**config.mk**
```make
export PLATFORM = sky130hd
export DESIGN_NAME = flash_read_dma
export DESIGN_NICKNAME = d
export VERILOG_FILES = /design/src/rtl/fr_pkg.sv /design/src/rtl/fr_regs.sv /design/src/rtl/fr_serial.sv /design/src/rtl/fr_packer.sv /design/src/rtl/flash_read_dma.sv
export SDC_FILE = /design/constraint.sdc
export NUM_CORES = 1
export LEC_CHECK = 0
export BUFFER_PORTS_ARGS = -buffer_cell sky130_fd_sc_hd__buf_2
export CORE_MARGIN = 1
export CORE_UTILIZATION = 40
export CTS_BUF_LIST = sky130_fd_sc_hd__clkbuf_8 sky130_fd_sc_hd__clkbuf_16
export DETAILED_ROUTE_END_ITERATION = 10
export MAX_ROUTING_LAYER = met4
export PLACE_DENSITY = 0.67
export SKIP_LAST_GASP = 1
export SYNTH_ARGS = -nofsm -noshare
export SYNTH_HDL_FRONTEND = slang
export SYNTH_SLANG_ARGS = --single-unit
```
**constraint.sdc**
```tcl
create_clock -name clk -period 5.3 [get_ports clk]
set_input_delay 1.06 -clock clk [delete_from_list [all_inputs] [get_ports clk]]
set_output_delay 1.06 -clock clk [all_outputs]
set_load 0.03 [all_outputs]
```
**src/rtl/fr_pkg.sv**
```systemverilog
package fr_pkg;

  typedef enum logic [2:0] {
    PH_IDLE  = 3'd0,
    PH_CMD   = 3'd1,
    PH_ADDR  = 3'd2,
    PH_DUMMY = 3'd3,
    PH_PRE   = 3'd4,
    PH_DATA  = 3'd5,
    PH_END   = 3'd6
  } phase_t;

  localparam logic [2:0] RIX_CMD  = 3'd0;
  localparam logic [2:0] RIX_WAIT = 3'd1;
  localparam logic [2:0] RIX_LEN  = 3'd2;
  localparam logic [2:0] RIX_DST  = 3'd3;
  localparam logic [2:0] RIX_CTL  = 3'd4;
  localparam logic [2:0] RIX_GO   = 3'd5;
  localparam logic [2:0] RIX_STAT = 3'd6;
  localparam logic [2:0] RIX_MASK = 3'd7;

  localparam logic [31:0] WAIT_KEEP = 32'h0F1F_1F1F;
  localparam logic [31:0] DST_KEEP  = 32'hFFFF_F03F;

  // Dummy-clock count chosen by the read opcode.
  function automatic logic [4:0] pick_dummy(input logic [7:0] op, input logic [31:0] waitw);
    case (op)
      8'h0B, 8'h3B, 8'h6B: pick_dummy = waitw[4:0];
      8'hBB:               pick_dummy = waitw[12:8];
      8'hEB:               pick_dummy = waitw[20:16];
      default:             pick_dummy = 5'd0;
    endcase
  endfunction

  // Length field holds words minus one; clamp to the transfer limit.
  function automatic int unsigned clamp_words(input logic [15:0] len, input int unsigned max_words);
    int unsigned n;
    n = int'(len) + 1;
    clamp_words = (n > max_words) ? max_words : n;
  endfunction

  // Phase that follows the current one; empty phases are skipped.
  function automatic phase_t next_phase(input phase_t cur, input logic has_dummy, input logic has_pre);
    case (cur)
      PH_CMD:   next_phase = PH_ADDR;
      PH_ADDR:  next_phase = has_dummy ? PH_DUMMY : (has_pre ? PH_PRE : PH_DATA);
      PH_DUMMY: next_phase = has_pre ? PH_PRE : PH_DATA;
      PH_PRE:   next_phase = PH_DATA;
      PH_DATA:  next_phase = PH_END;
      default:  next_phase = PH_IDLE;
    endcase
  endfunction

  // Byte address of a destination word.
  function automatic logic [31:0] word_addr(input logic [19:0] base, input logic [31:0] idx);
    word_addr = {base, 12'h000} + (idx << 2);
  endfunction

endpackage

```
**src/rtl/fr_regs.sv**
```systemverilog
module fr_regs
  import fr_pkg::*;
(
  input  logic        clk,
  input  logic        rst_n,
  input  logic        reg_we,
  input  logic [4:0]  reg_addr,
  input  logic [31:0] reg_wdata,
  output logic [31:0] reg_rdata,
  input  logic        done_evt,
  output logic [31:0] cmd_word,
  output logic [31:0] wait_word,
  output logic [15:0] len_word,
  output logic [19:0] buf_base,
  output logic        start_req,
  output logic        rx_abort,
  output logic        stat_done,
  output logic        stat_clr_evt,
  output logic        irq
);

  logic [31:0] cmd_q, wait_q, dst_q;
  logic [15:0] len_q;
  logic        unit_q, done_q, mask_q;
  logic [2:0]  rix;

  assign rix = reg_addr[4:2];

  assign start_req    = reg_we && (rix == RIX_GO)   && reg_wdata[3];
  assign rx_abort     = reg_we && (rix == RIX_CTL)  && reg_wdata[5];
  assign stat_clr_evt = reg_we && (rix == RIX_STAT) && reg_wdata[3];

  always_ff @(posedge clk or negedge rst_n) begin
    if (!rst_n) begin
      cmd_q  <= '0;
      wait_q <= '0;
      dst_q  <= '0;
      len_q  <= '0;
      unit_q <= 1'b0;
      mask_q <= 1'b0;
    end else if (reg_we) begin
      case (rix)
        RIX_CMD:  cmd_q  <= reg_wdata;
        RIX_WAIT: wait_q <= reg_wdata & WAIT_KEEP;
        RIX_LEN:  len_q  <= reg_wdata[15:0];
        RIX_DST:  dst_q  <= reg_wdata & DST_KEEP;
        RIX_CTL:  unit_q <= reg_wdata[3];
        RIX_MASK: mask_q <= reg_wdata[3];
        default: ;
      endcase
    end
  end

  // Completion wins over a clear in the same cycle.
  always_ff @(posedge clk or negedge rst_n) begin
    if (!rst_n)            done_q <= 1'b0;
    else if (done_evt)     done_q <= 1'b1;
    else if (stat_clr_evt) done_q <= 1'b0;
  end

  always_comb begin
    case (rix)
      RIX_CMD:  reg_rdata = cmd_q;
      RIX_WAIT: reg_rdata = wait_q;
      RIX_LEN:  reg_rdata = {16'h0000, len_q};
      RIX_DST:  reg_rdata = dst_q;
      RIX_CTL:  reg_rdata = {28'h0, unit_q, 3'b000};
      RIX_STAT: reg_rdata = {28'h0, done_q, 3'b000};
      RIX_MASK: reg_rdata = {28'h0, mask_q, 3'b000};
      default:  reg_rdata = 32'h0;
    endcase
  end

  assign cmd_word  = cmd_q;
  assign wait_word = wait_q;
  assign len_word  = len_q;
  assign buf_base  = dst_q[31:12];
  assign stat_done = done_q;
  assign irq       = done_q & mask_q;

endmodule

```
**src/rtl/fr_serial.sv**
```systemverilog
module fr_serial
  import fr_pkg::*;
#(
  parameter int unsigned HALF_DIV  = 1,
  parameter int unsigned MAX_WORDS = 1024,
  parameter int unsigned WCNT_W    = 11
) (
  input  logic              clk,
  input  logic              rst_n,
  input  logic              start,
  input  logic              abort,
  input  logic [7:0]        opcode,
  input  logic [23:0]       faddr,
  input  logic [4:0]        dummy_n,
  input  logic [3:0]        pre_n,
  input  logic [15:0]       len_field,
  output logic              spi_sclk,
  output logic              spi_cs_n,
  output logic              spi_mosi,
  input  logic              spi_miso,
  output logic              busy,
  output logic              start_acc,
  output logic              done_evt,
  output logic [WCNT_W-1:0] run_words,
  output logic              byte_valid,
  output logic [7:0]        byte_data
);

  localparam int unsigned LEFT_W = WCNT_W + 5;
  localparam int unsigned DIV_W  = (HALF_DIV > 1) ? $clog2(HALF_DIV) : 1;

  phase_t             ph_q, nxt_ph;
  logic [DIV_W-1:0]   div_q;
  logic               sclk_q, cs_n_q, mosi_q;
  logic [30:0]        tx_q;
  logic [6:0]         rx_q;
  logic [2:0]         rxc_q;
  logic [4:0]         dum_q;
  logic [3:0]         pre_q;
  logic [WCNT_W-1:0]  words_q;
  logic [LEFT_W-1:0]  left_q, load_left;
  logic               active, tick, fall, receiving;

  assign active    = (ph_q != PH_IDLE) && (ph_q != PH_END);
  assign tick      = (div_q == DIV_W'(HALF_DIV - 1));
  assign fall      = active && tick && sclk_q;
  assign receiving = (ph_q == PH_PRE) || (ph_q == PH_DATA);
  assign start_acc = start && (ph_q == PH_IDLE) && !abort;

  always_comb begin
    nxt_ph = next_phase(ph_q, dum_q != 5'd0, pre_q != 4'd0);
    case (nxt_ph)
      PH_ADDR:  load_left = LEFT_W'(23);
      PH_DUMMY: load_left = LEFT_W'(dum_q) - LEFT_W'(1);
      PH_PRE:   load_left = (LEFT_W'(pre_q) << 3) - LEFT_W'(1);
      PH_DATA:  load_left = (LEFT_W'(words_q) << 5) - LEFT_W'(1);
      default:  load_left = '0;
    endcase
  end

  always_ff @(posedge clk or negedge rst_n) begin
    if (!rst_n) begin
      ph_q    <= PH_IDLE;
      div_q   <= '0;
      sclk_q  <= 1'b0;
      cs_n_q  <= 1'b1;
      mosi_q  <= 1'b0;
      tx_q    <= '0;
      rx_q    <= '0;
      rxc_q   <= '0;
      dum_q   <= '0;
      pre_q   <= '0;
      words_q <= '0;
      left_q  <= '0;
    end else if (abort) begin
      ph_q   <= PH_IDLE;
      div_q  <= '0;
      sclk_q <= 1'b0;
      cs_n_q <= 1'b1;
      mosi_q <= 1'b0;
    end else if (start_acc) begin
      ph_q    <= PH_CMD;
      div_q   <= '0;
      sclk_q  <= 1'b0;
      cs_n_q  <= 1'b0;
      mosi_q  <= opcode[7];
      tx_q    <= {opcode[6:0], faddr};
      rxc_q   <= '0;
      dum_q   <= dummy_n;
      pre_q   <= pre_n;
      words_q <= WCNT_W'(clamp_words(len_field, MAX_WORDS));
      left_q  <= LEFT_W'(7);
    end else if (ph_q == PH_END) begin
      ph_q   <= PH_IDLE;
      cs_n_q <= 1'b1;
    end else if (active) begin
      if (tick) begin
        div_q  <= '0;
        sclk_q <= ~sclk_q;
      end else begin
        div_q <= div_q + DIV_W'(1);
      end
      if (fall) begin
        mosi_q <= tx_q[30];
        tx_q   <= {tx_q[29:0], 1'b0};
        if (receiving) begin
          rx_q  <= {rx_q[5:0], spi_miso};
          rxc_q <= rxc_q + 3'd1;
        end
        if (left_q == '0) begin
          ph_q   <= nxt_ph;
          left_q <= load_left;
        end else begin
          left_q <= left_q - LEFT_W'(1);
        end
      end
    end
  end

  assign spi_sclk   = sclk_q;
  assign spi_cs_n   = cs_n_q;
  assign spi_mosi   = mosi_q;
  assign busy       = (ph_q != PH_IDLE);
  assign done_evt   = (ph_q == PH_END) && !abort;
  assign run_words  = words_q;
  assign byte_valid = fall && (ph_q == PH_DATA) && (rxc_q == 3'd7);
  assign byte_data  = {rx_q, spi_miso};

endmodule

```
**src/rtl/fr_packer.sv**
```systemverilog
module fr_packer
  import fr_pkg::*;
#(
  parameter int unsigned WORD_BYTES = 4,
  parameter int unsigned WCNT_W     = 11
) (
  input  logic        clk,
  input  logic        rst_n,
  input  logic        clear,
  input  logic [19:0] base_in,
  input  logic        byte_valid,
  input  logic [7:0]  byte_data,
  output logic        mem_we,
  output logic [31:0] mem_addr,
  output logic [31:0] mem_wdata
);

  localparam int unsigned LIDX_W = $clog2(WORD_BYTES);

  logic [LIDX_W-1:0]     lane_q;
  logic [7:0]            lane_b [WORD_BYTES-1];
  logic [WCNT_W-1:0]     widx_q;
  logic [19:0]           base_q;
  logic [8*WORD_BYTES-1:0] word_nxt;
  logic                  last_lane;

  assign last_lane = (lane_q == LIDX_W'(WORD_BYTES - 1));

  // One holding register per lower byte lane.
  for (genvar g = 0; g < WORD_BYTES - 1; g++) begin : g_lane
    always_ff @(posedge clk or negedge rst_n) begin
      if (!rst_n)                                      lane_b[g] <= '0;
      else if (clear)                                  lane_b[g] <= '0;
      else if (byte_valid && lane_q == LIDX_W'(g))     lane_b[g] <= byte_data;
    end
    assign word_nxt[8*g +: 8] = lane_b[g];
  end
  assign word_nxt[8*(WORD_BYTES-1) +: 8] = byte_data;

  always_ff @(posedge clk or negedge rst_n) begin
    if (!rst_n) begin
      lane_q    <= '0;
      widx_q    <= '0;
      base_q    <= '0;
      mem_we    <= 1'b0;
      mem_addr  <= '0;
      mem_wdata <= '0;
    end else if (clear) begin
      lane_q <= '0;
      widx_q <= '0;
      base_q <= base_in;
      mem_we <= 1'b0;
    end else begin
      mem_we <= 1'b0;
      if (byte_valid) begin
        lane_q <= lane_q + LIDX_W'(1);
        if (last_lane) begin
          mem_we    <= 1'b1;
          mem_addr  <= word_addr(base_q, 32'(widx_q));
          mem_wdata <= word_nxt;
          widx_q    <= widx_q + WCNT_W'(1);
        end
      end
    end
  end

endmodule

```
**src/rtl/flash_read_dma.sv**
```systemverilog
module flash_read_dma
  import fr_pkg::*;
#(
  parameter int unsigned HALF_DIV  = 1,
  parameter int unsigned MAX_BYTES = 4096
) (
  input  logic        clk,
  input  logic        rst_n,
  input  logic        reg_we,
  input  logic [4:0]  reg_addr,
  input  logic [31:0] reg_wdata,
  output logic [31:0] reg_rdata,
  output logic        spi_sclk,
  output logic        spi_cs_n,
  output logic        spi_mosi,
  input  logic        spi_miso,
  output logic        mem_we,
  output logic [31:0] mem_addr,
  output logic [31:0] mem_wdata,
  output logic        irq
);

  localparam int unsigned WORD_BYTES = 4;
  localparam int unsigned MAX_WORDS  = MAX_BYTES / WORD_BYTES;
  localparam int unsigned WCNT_W     = $clog2(MAX_WORDS + 1);

  logic [31:0]       cmd_word, wait_word;
  logic [15:0]       len_word;
  logic [19:0]       buf_base;
  logic              start_req, rx_abort, stat_done, stat_clr_evt;
  logic              busy, start_acc, done_evt;
  logic [WCNT_W-1:0] run_words;
  logic              byte_valid;
  logic [7:0]        byte_data;
  logic [4:0]        dummy_sel;

  assign dummy_sel = pick_dummy(cmd_word[7:0], wait_word);

  fr_regs u_regs (
    .clk          (clk),
    .rst_n        (rst_n),
    .reg_we       (reg_we),
    .reg_addr     (reg_addr),
    .reg_wdata    (reg_wdata),
    .reg_rdata    (reg_rdata),
    .done_evt     (done_evt),
    .cmd_word     (cmd_word),
    .wait_word    (wait_word),
    .len_word     (len_word),
    .buf_base     (buf_base),
    .start_req    (start_req),
    .rx_abort     (rx_abort),
    .stat_done    (stat_done),
    .stat_clr_evt (stat_clr_evt),
    .irq          (irq)
  );

  fr_serial #(
    .HALF_DIV  (HALF_DIV),
    .MAX_WORDS (MAX_WORDS),
    .WCNT_W    (WCNT_W)
  ) u_serial (
    .clk        (clk),
    .rst_n      (rst_n),
    .start      (start_req),
    .abort      (rx_abort),
    .opcode     (cmd_word[7:0]),
    .faddr      (cmd_word[31:8]),
    .dummy_n    (dummy_sel),
    .pre_n      (wait_word[27:24]),
    .len_field  (len_word),
    .spi_sclk   (spi_sclk),
    .spi_cs_n   (spi_cs_n),
    .spi_mosi   (spi_mosi),
    .spi_miso   (spi_miso),
    .busy       (busy),
    .start_acc  (start_acc),
    .done_evt   (done_evt),
    .run_words  (run_words),
    .byte_valid (byte_valid),
    .byte_data  (byte_data)
  );

  fr_packer #(
    .WORD_BYTES (WORD_BYTES),
    .WCNT_W     (WCNT_W)
  ) u_packer (
    .clk        (clk),
    .rst_n      (rst_n),
    .clear      (start_acc | rx_abort),
    .base_in    (buf_base),
    .byte_valid (byte_valid),
    .byte_data  (byte_data),
    .mem_we     (mem_we),
    .mem_addr   (mem_addr),
    .mem_wdata  (mem_wdata)
  );

endmodule

```
==> out/metrics.csv, run 1 <==
metric,value,unit
final net count,1505,
Worst-Margin Slew,1080,ps
Num CTS Buffers,31,
Setup crit start kind,input port,
Layout Skew,33.5,ps
MaxCap Viol Count,0,
GRT busiest layer,met2,
Post-DP Area,15400,µm²
FF-to-FF setup slack,2580,ps
vias in the first global route,10500,
met2 usage in global routing,31.8,%
area grow syn2layout,15.3,%
sequential fraction of the synthesis area,52.4,%
worst min-delay path class,reg -> reg,
LEAKAGE,7.64,nW
clk sinks,299,
Resize count post-CTS,0,
chip height,191,µm
GR Overflow Total,0,
WP data arrival,2750,ps
CP Class,in -> out,
clk slew on worst S/H paths,60,ps
fin crit period,3810,ps
drt pass-1 iters,5,
Post-CTS Setup Repair Bufs,0,
VDD IR-drop max,282,µV
top-level I/O count,142,
H-Tree Level Count,1,
Fmax,0.262,GHz
Cells after Synth,1332,
Die X,191,µm
max_slew headroom,28.2,%
Worst setup EP type,output port,
DPL Wire Length,23900,µm
run status,"finished, final reports clean",
Yosys top cell by area,dfrtp_1,
Detailed Route WL,34700,µm
fin area,16500,µm²
share of post-route cells with drive strength above 1,27.8,%
Die ar.,36500,µm²
# hold bufs at CTS,0,
Slew Limit Fails,0,
initial antenna violation count,0,
largest net degree at the start of global routing,110,
CTS tree,done,
global-route wire length before repair,56500,µm
dpl ws,1490,ps
"Hold Vio Cnt, Final",0,
via count,10600,
"EDFF count, synth",0,
Yosys reg bits,299,
top cell type's share of synthesized area,52.2,%
Cell Rows,68,
core box area,34800,µm²
"Max FO, Critical Path",17,
CP required,4240,ps
Post-Route Setup TNS,0,ps
"count leader, synth",dfrtp_1,
drt drc,0,
Clock Latency Late Sink,580,ps
met3 global-route usage,2.86,%
Synth Flop Type,dfrtp_1,
Setup Viol. Count Final,0,
DR WL/cell,18.0,µm
clk buf depth,3,
Post-Syn Area,14300,µm²
ant diodes,0,
Post-synth ARST share,100,%
initial core utilization,41.0,%
remaining antenna violation count after routing,0,
vias per std cell,5.48,
RSZ-0062 raised after global routing,false,
synth cell count leaders,"dfrtp_1, nand2_1, mux2_2, nor2_1, o21ai_0",
setup ws final,1490,ps
yosys warns,0,
fin crit share,71.9,%
met1 Use GR,26.9,%
"Power, Total",6.88,mW
GP Congestion,0.870,
Root Buffer,clkbuf_16,
distinct cell type count after synthesis,69,
port buffer count,137,
GRT Overall Usage,19.8,%
post-layout util,47.3,%
top post-synthesis cells by area,"dfrtp_1, mux2_2, nand2_1",
Syn Area/Cell,10.7,µm²
starting DRC count in detailed routing,714,
Pwr Density,418,nW/µm²
==> worst max-delay path, stage by stage <==
cell and delay (ps):
buf_2 440, and2_1 610, a21oi_1 180, nor2_1 210
buf_2 240
==> registers in the layout, indices dropped and copies added (netlist names), 2 cells and up <==
| register | count |
|---|---|
| u_regs.cmd_word | 32 |
| u_serial.run_words | 11 |
| u_serial.ph_q | 3 |
| u_packer.mem_addr | 30 |
| u_serial.rx_q | 7 |
| u_regs.len_word | 16 |
| u_serial.tx_q | 31 |
| u_serial.dum_q | 5 |
| u_regs.wait_word | 19 |
| u_serial.left_q | 16 |
| u_serial.pre_q | 4 |
| u_regs.dst_q | 26 |
| u_serial.rxc_q | 3 |
| u_packer.mem_wdata | 32 |
| u_packer.widx_q | 11 |
| u_packer.base_q | 20 |
| u_packer.lane_b | 24 |
| u_packer.lane_q | 2 |
==> power by group <==
| part | internal, mW | switching (mW) | total, mW |
|---|---|---|---|
| clock network | 1.27 | 0.923 | 2.20 |
| registers | 2.71 | 0.469 | 3.18 |
| logic | 0.651 | 0.851 | 1.50 |
| total | 4.64 | 2.24 | 6.88 |
==> final cells by class <==
type	instances	area, µm²
Clock buffer	39	886
Clock inverter	16	151
Multi-Input combinational cell	935	6420
Timing Repair Buffer	158	878
Fill cell	3158	18300
Tap cell	455	569
Sequential cell	299	7480
Inverter	22	82.6
==> logic make-up after synthesis <==
| logic type | share of synthesized area [%] |
|---|---|
| AND/OR/NAND/NOR | 14.5 |
| flip-flops | 52.4 |
| AO/OA/AOI/OAI | 9.94 |
| multiplexers | 15.5 |
| buffers and inverters | 2.89 |
| XOR/XNOR | 3.25 |
| adder cells (fa/ha/maj) | 1.49 |
| other | 0.0263 |
==> worst paths after layout <==
| check | startpoint | to | cells after the start |
|---|---|---|---|
| worst max-delay path | reg_addr[3] | reg_rdata[5] | 5 |
| worst min-delay path | u_packer.mem_addr[16] | u_packer.mem_addr[16] | 2 |
| worst max register to register | u_serial.dum_q[0] | u_serial.left_q[5] | 8 |
| worst min register to register | u_packer.mem_addr[16] | u_packer.mem_addr[16] | 2 |
| max in group asynchronous | rst_n | u_packer.lane_b[16] | 2 |
| min in group asynchronous | rst_n | u_packer.mem_wdata[23] | 1 |
==> cell usage in the layout (no fill, tap or decap), drive strengths merged, types with 4 or more instances in the layout <==
cell and n:
nor2b 11, nor2 109, o21a 5, mux4 6, a22oi 23, nand3 53, or3 7, clkinvlp 4
o21ai 73, nor3 25, o22ai 5, xnor2 29, nor3b 5, nor4 8, xor2 24, clkinv 6
buf 158, mux2 172, nand4 11, nand3b 5, a21oi 52, a22o 9, mux2i 14, ha 17
clkbuf 39, inv 26, nand2 177, nand2b 4, dfrtp 298, a31oi 34, and3 12, o31ai 6
==> layer usage <==
metal	part of all wire [%]	up-vias
li1	-	4935
met3	5.6	46
met2	48	314
met1	45	5258
met5	0	-
met4	1.4	0
==> per-stage QoR <==
stage,hold slack (ps),std cells
after floorplan,450,1333
after global placement,460,1869
after detailed placement,465,1869
after CTS,478,1924
after global routing,490,1924
final,474,1924
No activity file was read; power rests on OpenSTA's default activity.
==> run 2, diff against run 1 <==
clock period = 3.7 ns   (was 5.3 ns; I/O delays follow)
==> out/metrics.csv, run 2 (synthesis results as in run 1) <==
metric,value,unit,change
"commonest cells after routing, fill and taps aside","dfrtp_1, nand2_1, mux2_2",,
CP Class,in -> out,,
CP required,2960,ps,-1280 ps
Post-DP Area,15600,µm²,+0.76%
GP Congestion,0.872,,+0.15%
Setup Viol. Count Final,0,,unchanged
via count,10600,,+0.27%
final net count,1521,,+1.1%
worst min-delay path class,in -> async,,
core box area,34800,µm²,unchanged
fin crit share,81.6,%,
Cell Rows,68,,unchanged
Critical Path Most Common Cell,buf_2,,
global-route wire length before repair,55600,µm,-1.6%
initial antenna violation count,0,,unchanged
Die X,191,µm,unchanged
drt pass-1 iters,6,,+1
H-Tree Level Count,1,,unchanged
Pwr Density,601,nW/µm²,+44%
GRT Overall Usage,19.7,%,-0.16 points
Worst-Margin Slew,809,ps,-267 ps
area of the multi-input gates,6420,µm²,about the same
VDD IR-drop max,484,µV,+72%
r2r startpoint,u_serial.dum_q[0],,
worst path cell trace,"buf_2, buf_4, mux4_2, nor2b_1, buf_2",,
Clock Latency Late Sink,580,ps,about the same
clk sinks,299,,unchanged
Worst setup EP type,output port,,
initial core utilization,41.0,%,unchanged
Post-CTS Setup Repair Bufs,0,,unchanged
Resize count post-CTS,0,,unchanged
Post-Route Setup TNS,0,ps,unchanged
Detailed Route WL,34500,µm,-0.33%
share of post-route cells with drive strength above 1,28.5,%,+0.69 points
CP peak stage delay,500,ps,-110 ps
WP data arrival,2280,ps,-470 ps
RSZ-0062 raised after global routing,false,,
ant diodes,0,,unchanged
vias per std cell,5.45,,-0.60%
LEAKAGE,7.76,nW,+1.6%
slowest CP cell,mux4_2,,
GR Overflow Total,0,,unchanged
max_slew headroom,46.1,%,+18 points
Crit path max-delay family,buffers and inverters,,
CTS tree,done,,
# fillers,3168,,+0.32%
chip height,191,µm,unchanged
remaining antenna violation count after routing,0,,unchanged
Setup crit start kind,input port,,
Slew Limit Fails,0,,unchanged
largest net degree at the start of global routing,103,,-6.4%
fin crit period,3020,ps,
WP buf/inv,3,,+1
vias in the first global route,10400,,-1.5%
fin area,16600,µm²,+1.1%
Num CTS Buffers,31,,unchanged
"Hold Vio Cnt, Final",0,,unchanged
launch point of the worst path,reg_addr[2],,
top-level I/O count,142,,unchanged
"Max FO, Critical Path",21,,+4
starting DRC count in detailed routing,748,,+4.8%
clk buf depth,3,,unchanged
"commonest non-fill, non-tap cell in the layout",dfrtp_1,,
run status,"finished, final reports clean",,
Crit path depth,5,,unchanged
drt drc,0,,unchanged
sequential standard cell area,7480,µm²,unchanged
Die ar.,36500,µm²,unchanged
Worst R2R Path Depth,8,,unchanged
DR WL/cell,17.8,µm,-1.2%
area grow syn2layout,16.6,%,
Fmax,0.331,GHz,
Root Buffer,clkbuf_16,,
clk slew on worst S/H paths,60,ps,about the same
DPL Wire Length,24100,µm,+0.90%
Layout Skew,31.5,ps,-1.99 ps
# hold bufs at CTS,0,,unchanged
port buffer count,137,,unchanged
MaxCap Viol Count,0,,unchanged
## run 2: cell count changes in the layout (fill, tap and decap cells not counted), sizes merged
cell      delta
bufinv       +2
clkinvlp     -3
clkbuf       +1
buf         +16
inv          +2
clkinv       -1
## run 2: final timing paths
kind / slack, ps / endpoint
max: 680 / reg_rdata[4]
min: 240 / u_packer.mem_wdata[17]
max reg2reg: 1030 / u_serial.left_q[5]
min reg2reg: 470 / u_packer.mem_addr[17]
max in group asynchronous: 2430 / u_packer.base_q[16]
min in group clk: 390 / u_regs.len_word[10]
## run 2: metrics by stage
stage	utilization, %	hold slack, ps	setup WS, ps	instances	total power, mW
final	47.8	238	680	1941	10.0
after global routing	47.8	300	583	1941	10.5
after CTS	47.8	264	665	1941	10.1
after detailed placement	44.7	465	642	1885	6.74
after global placement	44.7	460	662	1885	6.66
after floorplan	-	444	793	1333	6.00
## run 2: report_power, final
group          internal [mW]  switching [mW]  total, mW
Combinational          0.951            1.21       2.16
Sequential              3.87           0.670       4.54
Clock                   1.99            1.31       3.30
## run 2: per-layer routing
layer,up-vias,GRT usage [%],routed length (µm)
met5,-,-,0
met4,0,5.54,865
met3,59,3.25,2070
met2,342,30.3,15800
met1,5206,26.7,15800
li1,4975,-,-
## run 2: layout make-up
cell class / count / share of cell area [%]
Clock buffer: 40 / 5.40
Clock inverter: 16 / 1.18
Inverter: 22 / 0.496
Multi-Input combinational cell: 935 / 38.6
Sequential cell: 299 / 44.9
Tap cell: 455 / 3.42
Timing Repair Buffer: 174 / 6.00
## run 2: worst reg2reg max path: cells and delay by family (launching register included)
family	cells	cell delay [ps]
flops	1	370
compound gates	4	1290
buf+inv	1	100
fa+ha+maj	1	200
simple gates	2	570
==> run 3, diff against run 2 <==
ABC_AREA = 1   (was default)
clock period = 3.05 ns   (was 3.7 ns; I/O delays follow)
==> out/metrics.csv, run 3 <==
metric,value,unit,change
VDD IR-drop max,493,µV,+1.9%
yosys warns,0,,unchanged
Pwr Density,780,nW/µm²,+30%
"Max FO, Critical Path",13,,-38%
# hold bufs at CTS,0,,unchanged
DPL Wire Length,26200,µm,+8.8%
worst min-delay path class,in -> async,,
"Hold Vio Cnt, Final",0,,unchanged
XOR/XNOR share of the synthesized area,2.23,%,-1.0 points
mux cell area share after synthesis,0,%,-15 points
fin crit share,87.4,%,
Yosys top cell by area,dfrtp_1,,
Yosys reg bits,299,,unchanged
CP peak stage delay,340,ps,-160 ps
Post-synth ARST share,100,%,unchanged
fin crit period,2660,ps,
sequential fraction of the synthesis area,51.4,%,-0.96 points
final net count,1990,,+31%
Die ar.,37100,µm²,+1.9%
slowest CP cell,nand2_1,,
worst path cell trace,"buf_2, inv_1, nor2_1, nand2_1, inv_1, nand2_1, o2111ai_1, buf_2",,
drt pass-1 iters,8,,+2
largest family of logic cells by synthesized area,simple AND/OR/NAND/NOR gates,,
synth cell count leaders,"nand2_1, dfrtp_1, o21ai_0, inv_1, nor2_1",,
distinct cell type count after synthesis,45,,-35%
GR Overflow Total,0,,unchanged
"commonest cells after routing, fill and taps aside","nand2_1, dfrtp_1, o21ai_0",,
DR WL/cell,15.3,µm,-14%
clk sinks,299,,unchanged
CP required,2440,ps,-520 ps
adder-cell share of the synthesized area,1.46,%,-0.027 points
remaining antenna violation count after routing,0,,unchanged
Layout Skew,13.3,ps,-18.2 ps
initial core utilization,40.8,%,-0.24 points
GRT Overall Usage,20.9,%,+1.2 points
"EDFF count, synth",0,,unchanged
"Power, Total",13.0,mW,+30%
Slew Limit Fails,0,,unchanged
run status,"finished, violations left",,
port buffer count,137,,unchanged
via count,12200,,+16%
Post-Syn Area,14600,µm²,+1.9%
Setup Viol. Count Final,0,,unchanged
vias in the first global route,11500,,+11%
Fmax,0.375,GHz,
GP Congestion,0.952,,+9.2%
Cells after Synth,1815,,+36%
Post-DP Area,15600,µm²,+0.55%
Post-CTS Setup Repair Bufs,0,,unchanged
Clock Latency Late Sink,560,ps,-20 ps
initial antenna violation count,0,,unchanged
H-Tree Level Count,1,,unchanged
share of post-route cells with drive strength above 1,11.9,%,-17 points
clk slew on worst S/H paths,50,ps,about the same
Root Buffer,clkbuf_16,,
Resize count post-CTS,0,,unchanged
Worst-Margin Slew,661,ps,-148 ps
hold_ws,10.4,ps,-228 ps
drt drc,22,,+22
CP Class,in -> out,,
ant diodes,0,,unchanged
WP data arrival,2050,ps,-230 ps
clk buf depth,3,,unchanged
max_slew headroom,55.6,%,+9.5 points
Post-Route Setup TNS,0,ps,unchanged
post-layout util,46.6,%,-1.2 points
area grow syn2layout,14.3,%,
core box area,35700,µm²,+2.5%
Syn Area/Cell,8.02,µm²,-25%
RSZ-0062 raised after global routing,false,,
LEAKAGE,8.27,nW,+6.5%
fin area,16600,µm²,about the same
top post-synthesis cells by area,"dfrtp_1, nand2_1, o21ai_0",,
Detailed Route WL,36800,µm,+6.7%
Cell Rows,69,,+1.5%
Worst setup EP type,output port,,
largest net degree at the start of global routing,90,,-13%
starting DRC count in detailed routing,991,,+32%
top-level I/O count,142,,unchanged
"commonest non-fill, non-tap cell in the layout",nand2_1,,
chip height,193,µm,+0.92%
Synth Area in Simple Gates,22.3,%,+7.8 points
Synth Flop Type,dfrtp_1,,
Die X,193,µm,+0.92%
vias per std cell,5.08,,-6.9%
"count leader, synth",nand2_1,,
Num CTS Buffers,31,,unchanged
MaxCap Viol Count,0,,unchanged
Synth Area in Compound Gates,14.2,%,+4.2 points
global-route wire length before repair,60400,µm,+8.6%
# fillers,3518,,+11%
CTS tree,done,,
violated checks,design-rule violations,,
top cell type's share of synthesized area,51.3,%,-0.96 points
Setup crit start kind,input port,,
==> run 3: changes by cell type in the layout (fill, tap and decap cells not counted), moves of 14 or more <==
cell	delta
nand2_1	+354
inv_1	+187
o21ai_0	+179
mux2_2	-172
o21ai_1	+66
a21oi_1	-33
a31oi_1	-31
nand3_1	+31
a22oi_1	-22
buf_4	-20
xnor2_1	-20
o211ai_1	+19
mux2i_1	-14
==> run 3: worst max-delay path, delay by kind of cell <==
family / cells / cell delay, ps
AO/OA/AOI/OAI: 1 / 120
buffers and inverters: 4 / 740
AND/OR/NAND/NOR: 3 / 580
==> run 3: stage by stage <==
stage          std cells  setup WS (ps)
6_report            2413            385
3_3_place_gp        2360            427
2_1_floorplan       1816            646
3_5_place_dp        2360            412
5_1_grt             2413            271
4_1_cts             2413            420
==> run 3: cell type report <==
type | count | area (µm²) | area share [%]
clock inverters | 19 | 176 | 1.06
repair buffers | 157 | 908 | 5.46
flip-flops and latches | 299 | 7480 | 45.0
multi-input cells | 1225 | 5850 | 35.2
inverters | 218 | 821 | 4.93
clock buffers | 34 | 817 | 4.91
well taps | 461 | 577 | 3.47
==> run 3: metal layers <==
layer / vias up / track usage, % / share of wire (%) / wire length, µm
met5: - / - / 0 / 0
met4: 0 / 6.03 / 2.7 / 983
met3: 67 / 2.42 / 4.9 / 1810
met2: 355 / 31.5 / 44 / 16300
met1: 5755 / 29.4 / 48 / 17800
li1: 6072 / - / - / -
==> run 3: cells by family (layout without fill, tap and decap cells) <==
kind of cell             after synthesis  in the layout
XOR/XNOR                              37             37
adder cells (fa/ha/maj)               17             17
other                                  1              2
AND/OR/NAND/NOR                      783            783
flip-flops                           299            299
AO/OA/AOI/OAI                        386            386
buffers and inverters                292            428
==> run 3: where the power goes <==
part	internal, mW	switching [mW]
Clock	2.16	1.56
Combinational	1.14	2.39
Sequential	4.97	0.761
==> run 3: worst paths after layout <==
| kind | start | endpoint | slack [ps] | cells past startpoint |
|---|---|---|---|---|
| max | reg_addr[3] | reg_rdata[4] | 390 | 8 |
| min | rst_n | u_packer.mem_we | 10 | 1 |
| max reg2reg | u_serial.ph_q[2] | u_serial.rxc_q[0] | 740 | 10 |
| min reg2reg | u_packer.mem_addr[26] | u_packer.mem_addr[26] | 480 | 2 |
| max in group asynchronous | rst_n | u_serial.spi_cs_n | 2190 | 2 |
| min in group clk | reg_wdata[21] | u_regs.dst_q[21] | 320 | 3 |
